<file path="config.mk">
export PLATFORM = sky130hd
export DESIGN_NAME = giq_grouped_queue
export DESIGN_NICKNAME = d
export VERILOG_FILES = /design/src/rtl/giq_pkg.sv /design/src/rtl/giq_group_fifo.sv /design/src/rtl/giq_dep_check.sv /design/src/rtl/giq_scoreboard.sv /design/src/rtl/giq_dispatch_stage.sv /design/src/rtl/giq_grouped_queue.sv
export SDC_FILE = /design/constraint.sdc
export NUM_CORES = 1
export LEC_CHECK = 0
export ABC_AREA = 1
export BUFFER_PORTS_ARGS = -buffer_cell sky130_fd_sc_hd__buf_2
export CORE_MARGIN = 3
export CORE_UTILIZATION = 61
export DETAILED_ROUTE_END_ITERATION = 8
export HOLD_SLACK_MARGIN = 0.08
export MAX_ROUTING_LAYER = met4
export PLACE_DENSITY = 0.8
export SLEW_MARGIN = 20
export SYNTH_ARGS = -nofsm -noshare
export SYNTH_HDL_FRONTEND = slang
export SYNTH_SLANG_ARGS = --single-unit
</file>
<file path="constraint.sdc">
create_clock -name clk_i -period 6.85 [get_ports clk_i]
set_input_delay 1.0275 -clock clk_i [delete_from_list [all_inputs] [get_ports clk_i]]
set_output_delay 1.0275 -clock clk_i [all_outputs]
set_load 0.02 [all_outputs]
</file>
<file path="src/rtl/giq_pkg.sv">
package giq_pkg;
  parameter int unsigned TAG_W    = 8;
  parameter int unsigned REG_W    = 5;
  parameter int unsigned NUM_REGS = 1 << REG_W;

  typedef struct packed {
    logic [TAG_W-1:0] tag;
    logic [REG_W-1:0] rs1;
    logic             rs1_en;
    logic [REG_W-1:0] rs2;
    logic             rs2_en;
    logic [REG_W-1:0] rd;
    logic             rd_we;
  } slot_t;
endpackage

</file>
<file path="src/rtl/giq_group_fifo.sv">
module giq_group_fifo
  import giq_pkg::*;
#(
  parameter int unsigned GROUPS = 4,
  parameter int unsigned SLOTS  = 4,
  localparam int unsigned PTR_W = (GROUPS > 1) ? $clog2(GROUPS) : 1,
  localparam int unsigned CNT_W = $clog2(GROUPS + 1)
) (
  input  logic                  clk_i,
  input  logic                  rst_ni,
  input  logic                  flush_i,
  input  logic                  push_i,
  input  logic [SLOTS-1:0]      push_mask_i,
  input  slot_t [SLOTS-1:0]     push_slots_i,
  input  logic                  pop_i,
  output logic                  head_valid_o,
  output logic [SLOTS-1:0]      head_mask_o,
  output slot_t [SLOTS-1:0]     head_slots_o,
  output logic                  full_o,
  output logic [CNT_W-1:0]      count_o
);
  slot_t [SLOTS-1:0] mem_q  [GROUPS];
  logic  [SLOTS-1:0] mask_q [GROUPS];
  logic [PTR_W-1:0] wr_ptr_q, rd_ptr_q;
  logic [CNT_W-1:0] cnt_q;
  logic push_ok, pop_ok;

  function automatic logic [PTR_W-1:0] ptr_inc(input logic [PTR_W-1:0] p);
    return (p == PTR_W'(GROUPS - 1)) ? '0 : p + 1'b1;
  endfunction

  assign full_o       = (cnt_q == CNT_W'(GROUPS));
  assign head_valid_o = (cnt_q != '0);
  assign head_mask_o  = mask_q[rd_ptr_q];
  assign head_slots_o = mem_q[rd_ptr_q];
  assign count_o      = cnt_q;
  assign push_ok      = push_i && !full_o && !flush_i;
  assign pop_ok       = pop_i && head_valid_o && !flush_i;

  always_ff @(posedge clk_i or negedge rst_ni) begin
    if (!rst_ni) begin
      wr_ptr_q <= '0;
      rd_ptr_q <= '0;
      cnt_q    <= '0;
    end else if (flush_i) begin
      wr_ptr_q <= '0;
      rd_ptr_q <= '0;
      cnt_q    <= '0;
    end else begin
      if (push_ok) wr_ptr_q <= ptr_inc(wr_ptr_q);
      if (pop_ok)  rd_ptr_q <= ptr_inc(rd_ptr_q);
      cnt_q <= cnt_q + CNT_W'(push_ok) - CNT_W'(pop_ok);
    end
  end

  // payload storage carries no reset; validity lives in cnt_q
  always_ff @(posedge clk_i) begin
    if (push_ok) begin
      mem_q[wr_ptr_q]  <= push_slots_i;
      mask_q[wr_ptr_q] <= push_mask_i;
    end
  end
endmodule

</file>
<file path="src/rtl/giq_dep_check.sv">
module giq_dep_check
  import giq_pkg::*;
#(
  parameter int unsigned SLOTS = 4
) (
  input  logic [SLOTS-1:0]    valid_i,
  input  slot_t [SLOTS-1:0]   slots_i,
  input  logic [NUM_REGS-1:0] busy_i,
  output logic [SLOTS-1:0]    blocked_o
);
  for (genvar i = 0; i < SLOTS; i++) begin : g_slot
    logic hit;
    always_comb begin
      hit = (slots_i[i].rs1_en && busy_i[slots_i[i].rs1]) ||
            (slots_i[i].rs2_en && busy_i[slots_i[i].rs2]);
      // older slot of the same group writing one of our sources
      for (int j = 0; j < i; j++) begin
        if (valid_i[j] && slots_i[j].rd_we &&
            ((slots_i[i].rs1_en && slots_i[j].rd == slots_i[i].rs1) ||
             (slots_i[i].rs2_en && slots_i[j].rd == slots_i[i].rs2)))
          hit = 1'b1;
      end
    end
    assign blocked_o[i] = valid_i[i] && hit;
  end
endmodule

</file>
<file path="src/rtl/giq_scoreboard.sv">
module giq_scoreboard
  import giq_pkg::*;
#(
  parameter int unsigned SLOTS = 4
) (
  input  logic                clk_i,
  input  logic                rst_ni,
  input  logic [SLOTS-1:0]    issue_mask_i,
  input  slot_t [SLOTS-1:0]   issue_slots_i,
  input  logic                wb_valid_i,
  input  logic [REG_W-1:0]    wb_rd_i,
  output logic [NUM_REGS-1:0] busy_o
);
  logic [NUM_REGS-1:0] busy_q, set_vec, clr_vec;

  always_comb begin
    set_vec = '0;
    for (int s = 0; s < SLOTS; s++) begin
      if (issue_mask_i[s] && issue_slots_i[s].rd_we)
        set_vec[issue_slots_i[s].rd] = 1'b1;
    end
    clr_vec = wb_valid_i ? (NUM_REGS'(1) << wb_rd_i) : '0;
  end

  // set after clear: a fresh writer wins over a stale writeback
  always_ff @(posedge clk_i or negedge rst_ni) begin
    if (!rst_ni) busy_q <= '0;
    else         busy_q <= (busy_q & ~clr_vec) | set_vec;
  end

  assign busy_o = busy_q;
endmodule

</file>
<file path="src/rtl/giq_dispatch_stage.sv">
module giq_dispatch_stage
  import giq_pkg::*;
#(
  parameter int unsigned SLOTS = 4
) (
  input  logic                clk_i,
  input  logic                rst_ni,
  input  logic                flush_i,
  input  logic                head_valid_i,
  input  logic [SLOTS-1:0]    head_mask_i,
  input  slot_t [SLOTS-1:0]   head_slots_i,
  input  logic [NUM_REGS-1:0] busy_i,
  output logic                pop_o,
  output logic [SLOTS-1:0]    issue_mask_o,
  output slot_t [SLOTS-1:0]   slots_o,
  output logic [SLOTS-1:0]    valid_o
);
  logic [SLOTS-1:0] valid_q, blocked, hold, release_v;
  slot_t [SLOTS-1:0] slots_q;
  logic drains;

  giq_dep_check #(.SLOTS(SLOTS)) u_dep (
    .valid_i  (valid_q),
    .slots_i  (slots_q),
    .busy_i   (busy_i),
    .blocked_o(blocked)
  );

  always_comb begin
    hold[0] = blocked[0];
    for (int i = 1; i < SLOTS; i++) hold[i] = hold[i-1] | blocked[i];
  end

  assign release_v = valid_q & ~hold & {SLOTS{!flush_i}};
  assign drains    = ((valid_q & ~release_v) == '0);
  assign pop_o     = drains && head_valid_i && !flush_i;

  always_ff @(posedge clk_i or negedge rst_ni) begin
    if (!rst_ni)      valid_q <= '0;
    else if (flush_i) valid_q <= '0;
    else if (pop_o)   valid_q <= head_mask_i;
    else              valid_q <= valid_q & ~release_v;
  end

  always_ff @(posedge clk_i) begin
    if (pop_o) slots_q <= head_slots_i;
  end

  assign issue_mask_o = release_v;
  assign slots_o      = slots_q;
  assign valid_o      = valid_q;
endmodule

</file>
<file path="src/rtl/giq_grouped_queue.sv">
module giq_grouped_queue
  import giq_pkg::*;
#(
  parameter int unsigned GROUPS = 4,
  parameter int unsigned SLOTS  = 4,
  localparam int unsigned CNT_W = $clog2(GROUPS + 1)
) (
  input  logic                   clk_i,
  input  logic                   rst_ni,
  input  logic                   flush_i,
  input  logic                   enq_valid_i,
  input  logic [SLOTS-1:0]       enq_mask_i,
  input  logic [SLOTS*TAG_W-1:0] enq_tag_i,
  input  logic [SLOTS*REG_W-1:0] enq_rs1_i,
  input  logic [SLOTS-1:0]       enq_rs1_en_i,
  input  logic [SLOTS*REG_W-1:0] enq_rs2_i,
  input  logic [SLOTS-1:0]       enq_rs2_en_i,
  input  logic [SLOTS*REG_W-1:0] enq_rd_i,
  input  logic [SLOTS-1:0]       enq_rd_we_i,
  input  logic                   wb_valid_i,
  input  logic [REG_W-1:0]       wb_rd_i,
  output logic                   full_o,
  output logic [SLOTS-1:0]       issue_mask_o,
  output logic [SLOTS*TAG_W-1:0] issue_tag_o,
  output logic [SLOTS*REG_W-1:0] issue_rd_o,
  output logic [SLOTS-1:0]       issue_rd_we_o
);
  slot_t [SLOTS-1:0]   enq_slots, head_slots, disp_slots;
  logic  [SLOTS-1:0]   head_mask, disp_valid;
  logic  [NUM_REGS-1:0] busy;
  logic  [CNT_W-1:0]   q_count;
  logic                head_valid, pop;

  for (genvar s = 0; s < SLOTS; s++) begin : g_pack
    assign enq_slots[s] = '{tag:    enq_tag_i[s*TAG_W +: TAG_W],
                            rs1:    enq_rs1_i[s*REG_W +: REG_W],
                            rs1_en: enq_rs1_en_i[s],
                            rs2:    enq_rs2_i[s*REG_W +: REG_W],
                            rs2_en: enq_rs2_en_i[s],
                            rd:     enq_rd_i[s*REG_W +: REG_W],
                            rd_we:  enq_rd_we_i[s]};
    assign issue_tag_o[s*TAG_W +: TAG_W] = disp_slots[s].tag;
    assign issue_rd_o[s*REG_W +: REG_W]  = disp_slots[s].rd;
    assign issue_rd_we_o[s]              = disp_slots[s].rd_we;
  end

  giq_group_fifo #(.GROUPS(GROUPS), .SLOTS(SLOTS)) u_fifo (
    .clk_i       (clk_i),
    .rst_ni      (rst_ni),
    .flush_i     (flush_i),
    .push_i      (enq_valid_i && (enq_mask_i != '0)),
    .push_mask_i (enq_mask_i),
    .push_slots_i(enq_slots),
    .pop_i       (pop),
    .head_valid_o(head_valid),
    .head_mask_o (head_mask),
    .head_slots_o(head_slots),
    .full_o      (full_o),
    .count_o     (q_count)
  );

  giq_dispatch_stage #(.SLOTS(SLOTS)) u_disp (
    .clk_i       (clk_i),
    .rst_ni      (rst_ni),
    .flush_i     (flush_i),
    .head_valid_i(head_valid),
    .head_mask_i (head_mask),
    .head_slots_i(head_slots),
    .busy_i      (busy),
    .pop_o       (pop),
    .issue_mask_o(issue_mask_o),
    .slots_o     (disp_slots),
    .valid_o     (disp_valid)
  );

  giq_scoreboard #(.SLOTS(SLOTS)) u_sb (
    .clk_i        (clk_i),
    .rst_ni       (rst_ni),
    .issue_mask_i (issue_mask_o),
    .issue_slots_i(disp_slots),
    .wb_valid_i   (wb_valid_i),
    .wb_rd_i      (wb_rd_i),
    .busy_o       (busy)
  );
endmodule

</file>
# == Yosys cells after proc, flatten, opt, wreduce, memory -nomap -nowiden ==
# Memories as Yosys holds them, arrays and structs flattened. A register that Yosys moved wholly into a read port is not among the register bits.
# Cells that the tools add are included.
# W data, S select, Z words.
# totals
output_inout_bits,61
register_bits,43
elab_cells,168
n_memories,2
mem_bits_rw,432
in_bits,118
# mem_list
memory,words,word_bits,read_ports,rd_ports_with_merged_regs,wr,line,rtl
u_fifo.mem_q,4,104,1,1,1,giq_group_fifo.sv:22,slot_t [SLOTS-1:0] mem_q [GROUPS];
u_fifo.mask_q,4,4,1,0,1,giq_group_fifo.sv:23,logic [SLOTS-1:0] mask_q [GROUPS];
# classes
eq_ne,15
bitwise,14
addsub,4
n_lt_le_gt_ge,16
mux,46
n_shift,1
reduce_logical,65
# op_table
operator,n
$mux W32,5
$or A32 B32 Y32,4
$lt A5 B6 Y1 const B,12
$eq A5 B5 Y1,12
$logic_and A1 B1 Y1,48
$bmux W1 S5,8
$and A32 B32 Y32,1
$not A32 Y32,1
$shl A1 B5 Y32 const A,1
$demux W1 S5,4
$ge A5 B1 Y1 const B,4
$mux W1,20
$and A4 B4 Y4,3
$mux W2,6
$logic_or A1 B1 Y1,10
$mux W4,2
$not A4 Y4,2
$add A2 B1 Y2 const B,2
$eq A2 B2 Y1 const B,2
$logic_not A4 Y1,1
$reduce_bool A2 Y1,2
$reduce_bool A4 Y1,1
$add A3 B1 Y3,1
$eq A3 B3 Y1 const B,1
other kinds (5),8

# == Depth between registers and ports, before layout ==
# Gate-level depths: netlist of the first run.
# depth
depth_word,21
mapped_depth,23
ltp_nobuf,22

# == Cells and area by module ==
# A second synthesis of the first run with hierarchy kept.
# hier_totals
cells_unflattened,2767
area_unflattened_um2,27604.0
# modules_own_cells
mod,seq_area_each_um2,n_inst,cells_each,area_each_um2
giq_group_fifo,13147.6,1,1322,17724.5
giq_dep_check,0.0,1,831,3784.9
giq_dispatch_stage,3223.1,1,154,3470.8
giq_scoreboard,800.8,1,456,2607.5
giq_grouped_queue,0.0,1,4,16.3

# == Worst setup path before layout of the first run ==
# Ideal clock, no wire load.
# synth_path
kind,in2reg
startpoint,input enq_mask_i[3]
endpoint,memory u_fifo.mask_q[0][0] (enable)
cell_stages,5
setup_slack_ns,-0.021
setup_ns,0.576
arrival_ns,6.295
required_time_ns,6.274
n_path_buf,0
path_cell_list,nor4_1 or3b_2 nor2_1 inv_1 nor2_1
# synth_via
elab_chain_len,6
# synth_rtl
element,line,rtl
from (decl),giq_grouped_queue.sv:12,"input logic [SLOTS-1:0] enq_mask_i,"
$reduce_bool A4 Y1,giq_grouped_queue.sv:51,".push_i (enq_valid_i && (enq_mask_i != '0)),"
$logic_and A1 B1 Y1,giq_grouped_queue.sv:51,
$logic_and A1 B1 Y1 (2 in a row),giq_group_fifo.sv:37,assign push_ok = push_i && !full_o && !flush_i;
$mux W1,giq_group_fifo.sv:58,if (push_ok) begin
$mux W1 (not written as such),giq_group_fifo.sv:60,mask_q[wr_ptr_q] <= push_mask_i;
to (decl),giq_group_fifo.sv:23,
# Every way passes these cells.

# == Worst setup path after layout of the first run ==
# layout_path
startpoint,"register, netlist name u_disp.slots_o[5]"
endpoint,output issue_mask_o[2]
# layout_via
elab_chain_len,11
elab_cells_between_ends,22
cone_classes,4 x eq/ne; 3 x mux; 5 x bitwise; 10 x reduce/logical
# layout_rtl
element,line,rtl
$eq A5 B5 Y1 (on tied branches),"giq_dep_check.sv:19, giq_dep_check.sv:20",
$logic_and A1 B1 Y1 (on tied branches),"giq_dep_check.sv:19, giq_dep_check.sv:20",
$logic_or A1 B1 Y1,giq_dep_check.sv:19,((slots_i[i].rs1_en && slots_i[j].rd == slots_i[i].rs1) ||
$logic_and A1 B1 Y1,giq_dep_check.sv:18,if (valid_i[j] && slots_i[j].rd_we &&
$mux W1,giq_dep_check.sv:18,
$logic_and A1 B1 Y1 or $mux W1 (tied branches),"giq_dep_check.sv:24, giq_dep_check.sv:18",
$or A1 B1 Y1 or $logic_and A1 B1 Y1 (tied branches),"giq_dispatch_stage.sv:31, giq_dep_check.sv:24",
$or A1 B1 Y1 *,giq_dispatch_stage.sv:31,for (int i = 1; i < SLOTS; i++) hold[i] = hold[i-1] | blocked[i];
$not A4 Y4 *,giq_dispatch_stage.sv:34,assign release_v = valid_q & ~hold & {SLOTS{!flush_i}};
$and A4 B4 Y4 * (2 in a row),giq_dispatch_stage.sv:34,
to (decl),giq_grouped_queue.sv:23,"output logic [SLOTS-1:0] issue_mask_o,"
# Every way passes the cells marked *; elsewhere a longest branch is shown, timed or not.

==> results.md, run 1 <==
- Final hold analysis gives a worst-case slack of 0.509 ns.
- After detailed routing, the average wire length per cell comes to 24.8 um.
- The total of max-cap violations is 0.
- The number of placed instances with taps included is 3069.
- The fraction of power consumed by combinational cells is around 29%.
- IR analysis of the VDD net gives a maximum drop of about 0.34 mV.
- The initial antenna violation count is 6.
- The finished cells cover 0.0290 mm^2.
- The quantity of gates resized following cts is 0.
- Fill cells in the final layout number 3140.
- The library cells used most frequently in the layout, excluding fill and tap cells, are sky130_fd_sc_hd__edfxtp_1, sky130_fd_sc_hd__nand2_1, sky130_fd_sc_hd__nor2_1, sky130_fd_sc_hd__o21ai_0, sky130_fd_sc_hd__nand3_1.
- Summing the sequential cell areas from Yosys gives ~65% of the chip area.
- The die area is 0.0459 mm^2.
- The final max-slew violation count came to 0.
- The first TritonRoute pass finished after 6 iterations.
- Counting every net in the synthesized netlist gives about 2600.
- The placement-stage worst setup slack is 2.67 ns.
- The netlist uses 39 different library cells.
- Of the total power, the clock network draws 25.8%.
- For this run, the post-layout net count is ~2700.
- The flow ran to the end, and the final reports show no timing, DRC or antenna violations.
- The number of CTS-inserted buffers is 56.
- The kind of critical path is flip-flop to output pin.
- The number of hold-repair buffers added at the cts stage is 0.
- The total power of the final layout is between 10 and 15 mW.
- The setup TNS is 0 ns.
- The detailed-route via count is 20300.
- The number of cells in the finished layout apart from fillers is around 3200.
- Routability-driven placement finished with a final weighted congestion of between 0.9 and 1.
- The total power per unit cell area is 420 mW/mm^2.
- The die outline height is 214 um.
- STA puts the critical path data required time at 5.82 ns.
- The post-synthesis instance total is 2522.
- The clock slew at the register clock pins of the worst setup and hold paths is 0.06 ns.
- The via count of the first global-routing pass is roughly 19000.
- The count of buffers added on input and output ports is 178.
- The worst min-delay path category is input pin to async pin.
- Of the cells placed in the final design, the portion with a size suffix greater than 1 is 12.5%.
- The core region is 0.0424 mm^2.
- The per-instance average area after synthesis is 10.5 um^2.
- Clock skew on the completed layout was measured at 0.0512 ns.
- The overall die width is 214 um.
- The clock period could shrink to 4.70 ns.
- The net switching share of the total power is 39.5%.
- The CTS tree is built.
- The post-route clock period utilization is roughly 69%.
- The per-cell via count in the routed design is about 6.4.
- The number of sinks handled by clock tree synthesis is about 580.
- The first routing iteration left 2511 violations.
- The worst pin sits at a relative slew slack of between 20 and 30%.
- The leading cell type in the layout, fill and taps excluded is sky130_fd_sc_hd__edfxtp_1.
- The half-perimeter wire length after detailed placement is about 48000 um.
- After global routing the overflow that remains totals 0.
- Across the whole layout, storage elements account for 0.0172 mm^2.
- Of all nets on the critical path, the largest fanout is 33.
- Buffers added to address setup during post-CTS repair amount to 0.
- The largest net degree at the start of global routing is 124.
- The net switching component of the power is a little under 5 mW.
- The total number of H-tree levels is 2.
- The DRC violation count after routing is 0.
- The count of endpoints failing hold in the final timing report is 0.
- In this run, flip-flops and latches consume 45.4% of the power.
- At the worst endpoint, the arrival time is 3.68 ns.
- In the global route stage, overall resource usage came out at a little over a third.
- Cells fill between 60 and 70% of the core in the end.
- The area occupied by multi-input gates is around 0.0077 mm^2.
- The slew of the pin with the lowest slew margin is 1.05 ns.
- The global-route wire length before repair is 119000 um.
- After detailed routing, the total wire length is 79000 um.
- Setup repair after global routing left no endpoint under its margin.
- The placed instance area is 0.0271 mm^2.
- The internal power summed over all cells is about 7.4 mW.
- The number of top-level pins is 179.
- The root buffer selected by CTS is sky130_fd_sc_hd__clkbuf_16.
- The nature of the critical path startpoint is a flip-flop.
- The worst reg-to-reg setup slack is between 2 and 3 ns.
- The worst path setup slack after routing is 2.15 ns.
- Derived from the worst setup path, the maximum achievable clock frequency is 213 MHz.
- The source-to-sink clock delay at the later pin of the worst-skew pair is 0.64 ns.
- The area of the mapped netlist is 0.0265 mm^2.
- The synthesis-to-finish area growth is 9.59%.
- The critical path endpoint category is an output pin.
- For this configuration, the core starts out at a cell density of a little over three fifths.
- The leakage dissipation is 10.4 nW.
- Setup violations remaining at the end of the flow were counted as 0.
- The number of synthesis warnings is 0.
- The register bit count reported by yosys is 579.
- The clock passes through at most 3 buffers.
- The residual antenna-violating net count after detailed routing is 0.
- In this run the core area contains between 70 and 80 standard-cell rows.
[cells by family (layout without fill, tap and decap cells)]
kind of cell / count (synthesis) / in the layout / synth area share, %
XOR/XNOR: 11 / 11 / 0.364
AND/OR/NAND/NOR: 1158 / 1158 / 19.1
flip-flops: 579 / 579 / 64.9
other: 0 / 7 / 0
AO/OA/AOI/OAI: 435 / 435 / 9.14
buffers and inverters: 331 / 408 / 6.12
adder cells (fa/ha/maj): 8 / 8 / 0.406
[registers in the layout (all words and copies together) (netlist names)]
| signal | flops |
|---|---|
| u_fifo.mem_q | 416 |
| u_disp.slots_o | 104 |
| u_sb.busy_o | 32 |
| u_fifo.mask_q | 16 |
| u_disp.valid_o | 4 |
| u_fifo.count_o | 3 |
| u_fifo.rd_ptr_q | 2 |
| u_fifo.wr_ptr_q | 2 |
[cell type report]
class / instances / share of cell area [%]
well taps: 577 / 2.49
flip-flops and latches: 579 / 59.2
repair buffers: 198 / 3.72
multi-input cells: 1612 / 26.6
inverters: 104 / 1.39
diodes: 7 / 0.0604
clock inverters: 30 / 1.15
clock buffers: 76 / 5.41
[cell usage after synthesis (all sizes together)]
| library cell | number | area share, % |
|---|---|---|
| a21oi | 18 | 0.38 |
| a32o | 2 | 0.076 |
| buf | 116 | 3.0 |
| clkbuf | 111 | 1.6 |
| clkinv | 7 | 0.099 |
| dfrtp | 43 | 4.1 |
| edfxtp | 536 | 61 |
| fa | 1 | 0.076 |
| ha | 7 | 0.33 |
| inv | 97 | 1.4 |
| nand2 | 434 | 6.2 |
| nand3 | 242 | 4.7 |
| nand3b | 2 | 0.057 |
| nand4 | 101 | 2.4 |
| nor2 | 328 | 4.7 |
| nor3 | 49 | 0.97 |
| nor4 | 1 | 0.024 |
| o21a | 4 | 0.11 |
| o21ai | 274 | 5.2 |
| o22ai | 121 | 2.9 |
| o31a | 16 | 0.53 |
| or3b | 1 | 0.033 |
| xnor2 | 3 | 0.099 |
| xor2 | 8 | 0.26 |
[per-layer routing]
| metal | part of all wire, % | vias up | global-route usage, % |
|---|---|---|---|
| met5 | 0 | - | - |
| met4 | 4.0 | 0 | 13.2 |
| met3 | 10 | 193 | 6.45 |
| met2 | 46 | 1228 | 52.3 |
| met1 | 40 | 9854 | 48.6 |
| li1 | - | 9013 | - |
[worst max-delay path: stages (launching register included)]
cell	delay, ns
sky130_fd_sc_hd__edfxtp_1	0.78
sky130_fd_sc_hd__clkinv_1	0.52
sky130_fd_sc_hd__o21ai_0	0.29
sky130_fd_sc_hd__a21oi_1	0.06
sky130_fd_sc_hd__nand3_1	0.08
sky130_fd_sc_hd__nand2_1	0.05
sky130_fd_sc_hd__nand2_1	0.06
sky130_fd_sc_hd__nand2_1	0.05
sky130_fd_sc_hd__inv_1	0.05
sky130_fd_sc_hd__nand3_1	0.08
sky130_fd_sc_hd__nand2_1	0.11
sky130_fd_sc_hd__nand4_1	0.21
sky130_fd_sc_hd__inv_1	0.12
sky130_fd_sc_hd__buf_4	0.33
sky130_fd_sc_hd__buf_2	0.24
[power groups by stage]
stage	Clock (mW)	Combinational, mW	Sequential [mW]
final	3.14	3.51	5.54
after global placement	0	3.33	5.53
after global routing	3.31	3.88	5.55
after floorplan	0	2.96	4.80
after detailed placement	0	3.45	5.54
after CTS	3.17	3.47	5.47
[final timing paths]
check,startpoint,to,cells after the start
max in group asynchronous,rst_ni,u_fifo.rd_ptr_q[0],2
min in group clk_i,u_fifo.mem_q[0][83],u_disp.slots_o[83],2
min,rst_ni,u_sb.busy_o[20],2
max,u_disp.slots_o[5],issue_mask_o[2],14
max reg2reg,u_disp.slots_o[5],u_fifo.count_o[2],21
min reg2reg,u_fifo.mem_q[0][83],u_disp.slots_o[83],2
Power figures use the tool's default switching activity.
==> inputs of run 2 (changes only) <==
- CORE_UTILIZATION: 61 -> 55
- PLACE_DENSITY: 0.8 -> 0.76
- clock period: 6.85 -> 4.07 ns (I/O delays scaled with it)
==> run 2 against run 1 <==
  * Design area is 1.2% higher
  * Highest routed layer unchanged
  * Die area is 11% higher
  * Largest power group unchanged
  * Wire length is 1.4% lower
  * Sequential power is 63% higher
  * Combinational power is 82% higher
==> results.md, run 2 (synthesized netlist as in run 1, its figures left out) <==
- The layout filler cell count is 3657.
- The library cells used most frequently in the layout, excluding fill and tap cells, are sky130_fd_sc_hd__edfxtp_1, sky130_fd_sc_hd__nand2_1, sky130_fd_sc_hd__nor2_1, sky130_fd_sc_hd__o21ai_0, sky130_fd_sc_hd__nand3_1.
- Of the cells placed in the final design, the portion with a size suffix greater than 1 is 13.7%.
- The die is 225 um tall.
- The half-perimeter wire length after detailed placement is approximately 50000 um.
- The final instance area is 0.0293 mm^2.
- The critical path endpoint category is a flip-flop.
- The total grt overflow is 0.
- The count of endpoints failing hold in the final timing report is 0.
- By instance count, the cell type seen most on the critical path is sky130_fd_sc_hd__nand2_1.
- On the worst path, the slowest cell contributes a delay of 0.54 ns.
- Together, buffers and inverters on the worst path number 4.
- The register area is between 0.015 and 0.02 mm^2.
- For this design the top-level I/O count stands at 179.
- The floorplan has just under 80 rows.
- The via count of the first global-routing pass is 19100.
- The core region is 0.0471 mm^2.
- The worst min-delay path category is input pin to flip-flop.
- The number of buffers inserted by port buffering is 178.
- The final route contains 20200 vias.
- The worst setup path is launched from a flip-flop.
- Counting cells, the worst reg-to-reg path comes to 22.
- The violation count after the first detailed-route iteration is 2956.
- The worst pin sits at a relative slew slack of 36.1%.
- The setup-violating endpoint count in the final report is 0.
- The top register by number of flip-flops is u_fifo.mem_q.
- The number of placed instances with taps included is 3137.
- The source-to-sink clock delay at the later pin of the worst-skew pair is approximately 0.6 ns.
- The worst reg-to-reg setup slack is 0.33 ns.
- The initial antenna violation count is 9.
- The flow ran to the end, and the final reports show no timing, DRC or antenna violations.
- Max-cap violations in this run came to 0.
- Counting along the longest clock path gives a buffer depth of 3.
- The multi-input combinational cells in the finished layout cover a total of 0.00771 mm^2.
- The starting density of the core is 56.3%.
- The clock slew at the register clock pins of the worst setup and hold paths is 0.07 ns.
- Before antenna repair, the detailed router went through 5 iterations.
- In this run, CTS created clock tree buffers numbering 55.
- Excluding fillers, the count of instances in the completed layout stands at 3252.
- The placement-stage worst setup slack is 0.398 ns.
- The startpoint identified for the worst register-to-register timing path is u_disp.slots_o[1].
- The overall die width is 225 um.
- Of all nets on the critical path, the largest fanout is 11.
- The start point of the critical path is u_disp.slots_o[1].
- The post-route clock period utilization is 91.8%.
- On the final layout, the worst clock skew is between 0.02 and 0.03 ns.
- Data on the critical path arrives at its endpoint at 4.23 ns.
- The per-cell via count in the routed design is 6.21.
- The routability congestion estimate from global placement is 0.996.
- The placed instance area is between 0.02 and 0.03 mm^2.
- Entering global routing, the biggest net connects 170 pins.
- The count of nets left with antenna violations once routing finished came out at 0.
- The end point of the critical path is u_fifo.count_o[2].
- Static timing analysis puts the maximum clock frequency at 268 MHz.
- The die area is 0.0508 mm^2.
- The worst slack on hold paths is approximately 0.21 ns.
- The cell type group with the largest total delay on the critical path is simple AND/OR/NAND/NOR gates.
- The synthesis-to-finish area growth is 10.9%.
- The worst path setup slack after routing is ~0.33 ns.
- In the routed design, unresolved DRC markers number 0.
- For this design, the slowest cell found on the critical path is sky130_fd_sc_hd__edfxtp_1.
- Summed over all cells, the static leakage comes to 10.6 nW.
- The worst path in the final design needs a cycle of 3.74 ns, including I/O delays and setup.
- The number of sinks handled by clock tree synthesis is about 580.
- The total power of the final layout is approximately 20 mW.
- In this run the critical register-to-register path is captured at u_fifo.count_o[2].
- The required time at the worst-slack endpoint is 4.56 ns.
- Setup repair after global routing left no endpoint under its margin.
- The total wirelength of the detailed-routed design is 77900 um.
- In the global route stage, overall resource usage came out at 31.3%.
- In the final routed layout, each cell accounts on average for 24.0 um.
- The cell sitting at the root of the clock tree is a sky130_fd_sc_hd__clkbuf_16.
- Walking the worst path, the cells encountered are inv_1 > nand2_1 > nand2_1 > nor3_1 > nand3_1 > nand2_1 > nand2_1 > nand2_1 > nor2_1 > nand2_1 > nor2_1 > nand4_2 > nand2_2 > nand3_4 > inv_2 > ha_1 > inv_1 > ha_1 > inv_1 > fa_1 > xor2_1 > nor2_1.
- The global-route wire length before repair is between 100000 and 150000 um.
- The leading cell type in the layout, fill and taps excluded is sky130_fd_sc_hd__edfxtp_1.
- The total number of H-tree levels is 2.
- For the pin with the worst max-slew slack, the measured transition is 0.959 ns.
- The CTS tree is built.
- The number of nets in the layout is between 2000 and 3000.
- The critical path crosses 22 cells after its start point.
- The total power per unit cell area is 697 mW/mm^2.
- The kind of critical path is flip-flop to flip-flop.
- The maximum vdd ir drop is 0.444 mV.
- The quantity of gates resized following cts is 0.
- The final max-slew violation count is 0.
- The flip-flop count of the largest register, all copies and words added is 416.
[run 2: worst register-to-register path: cells and delay by family, from the launching register on]
family                   cells  cell delay, ns
buffers and inverters        4            0.68
adder cells (fa/ha/maj)      3            0.75
flip-flops                   1            0.54
XOR/XNOR                     1            0.20
AND/OR/NAND/NOR             14            1.47
[run 2: worst min-delay path by stage]
stage | start | end | slack (ns) | cells after the start
2_1_floorplan | rst_ni | u_disp.valid_o[0] | 0.31 | 0
3_3_place_gp | u_fifo.mem_q[0][100] | u_disp.slots_o[100] | 0.56 | 2
3_5_place_dp | u_fifo.mem_q[0][49] | u_disp.slots_o[49] | 0.57 | 2
4_1_cts | enq_rs2_i[13] | u_fifo.mem_q[3][62] | 0.19 | 1
5_1_grt | enq_rd_i[10] | u_fifo.mem_q[0][53] | 0.19 | 1
6_report | enq_rs2_i[13] | u_fifo.mem_q[3][62] | 0.21 | 1
[run 2: report_power, final]
part           internal, mW  switching, mW  leakage [nW]
sequential             7.61           1.40          5.46
clock                  2.84           2.20         0.864
combinational          1.93           4.47          4.26
[run 2: routing by layer]
metal | share of wire [%] | vias to the layer above | global-route usage (%)
li1 | - | 9105 | -
met1 | 40 | 9732 | 43.0
met2 | 46 | 1145 | 46.4
met3 | 9.8 | 199 | 6.16
met4 | 4.3 | 0 | 12.3
met5 | 0 | - | -
[run 2: what timing repair did]
item	4_1_cts	5_1_grt
setup endpoints to repair	0	1
endpoints found under the hold margin	6	0
hold buffers	1	0
setup buffers	0	2
[run 2: cell type report]
cell class	count	share of cell area, %
sequential	579	58.5
multi-input combinational	1612	26.3
timing repair buffer	238	5.05
clock buffer	71	5.03
tap	607	2.59
inverter	104	1.38
clock inverter	32	1.05
antenna	9	0.0767
[run 2: per-stage QoR]
stage | utilization, % | setup TNS, ns
3_3_place_gp | 58.5 | 0
5_1_grt | 62.4 | 0
6_report | 62.4 | 0
3_5_place_dp | 58.5 | 0
2_1_floorplan | - | -256.17
4_1_cts | 62.3 | 0
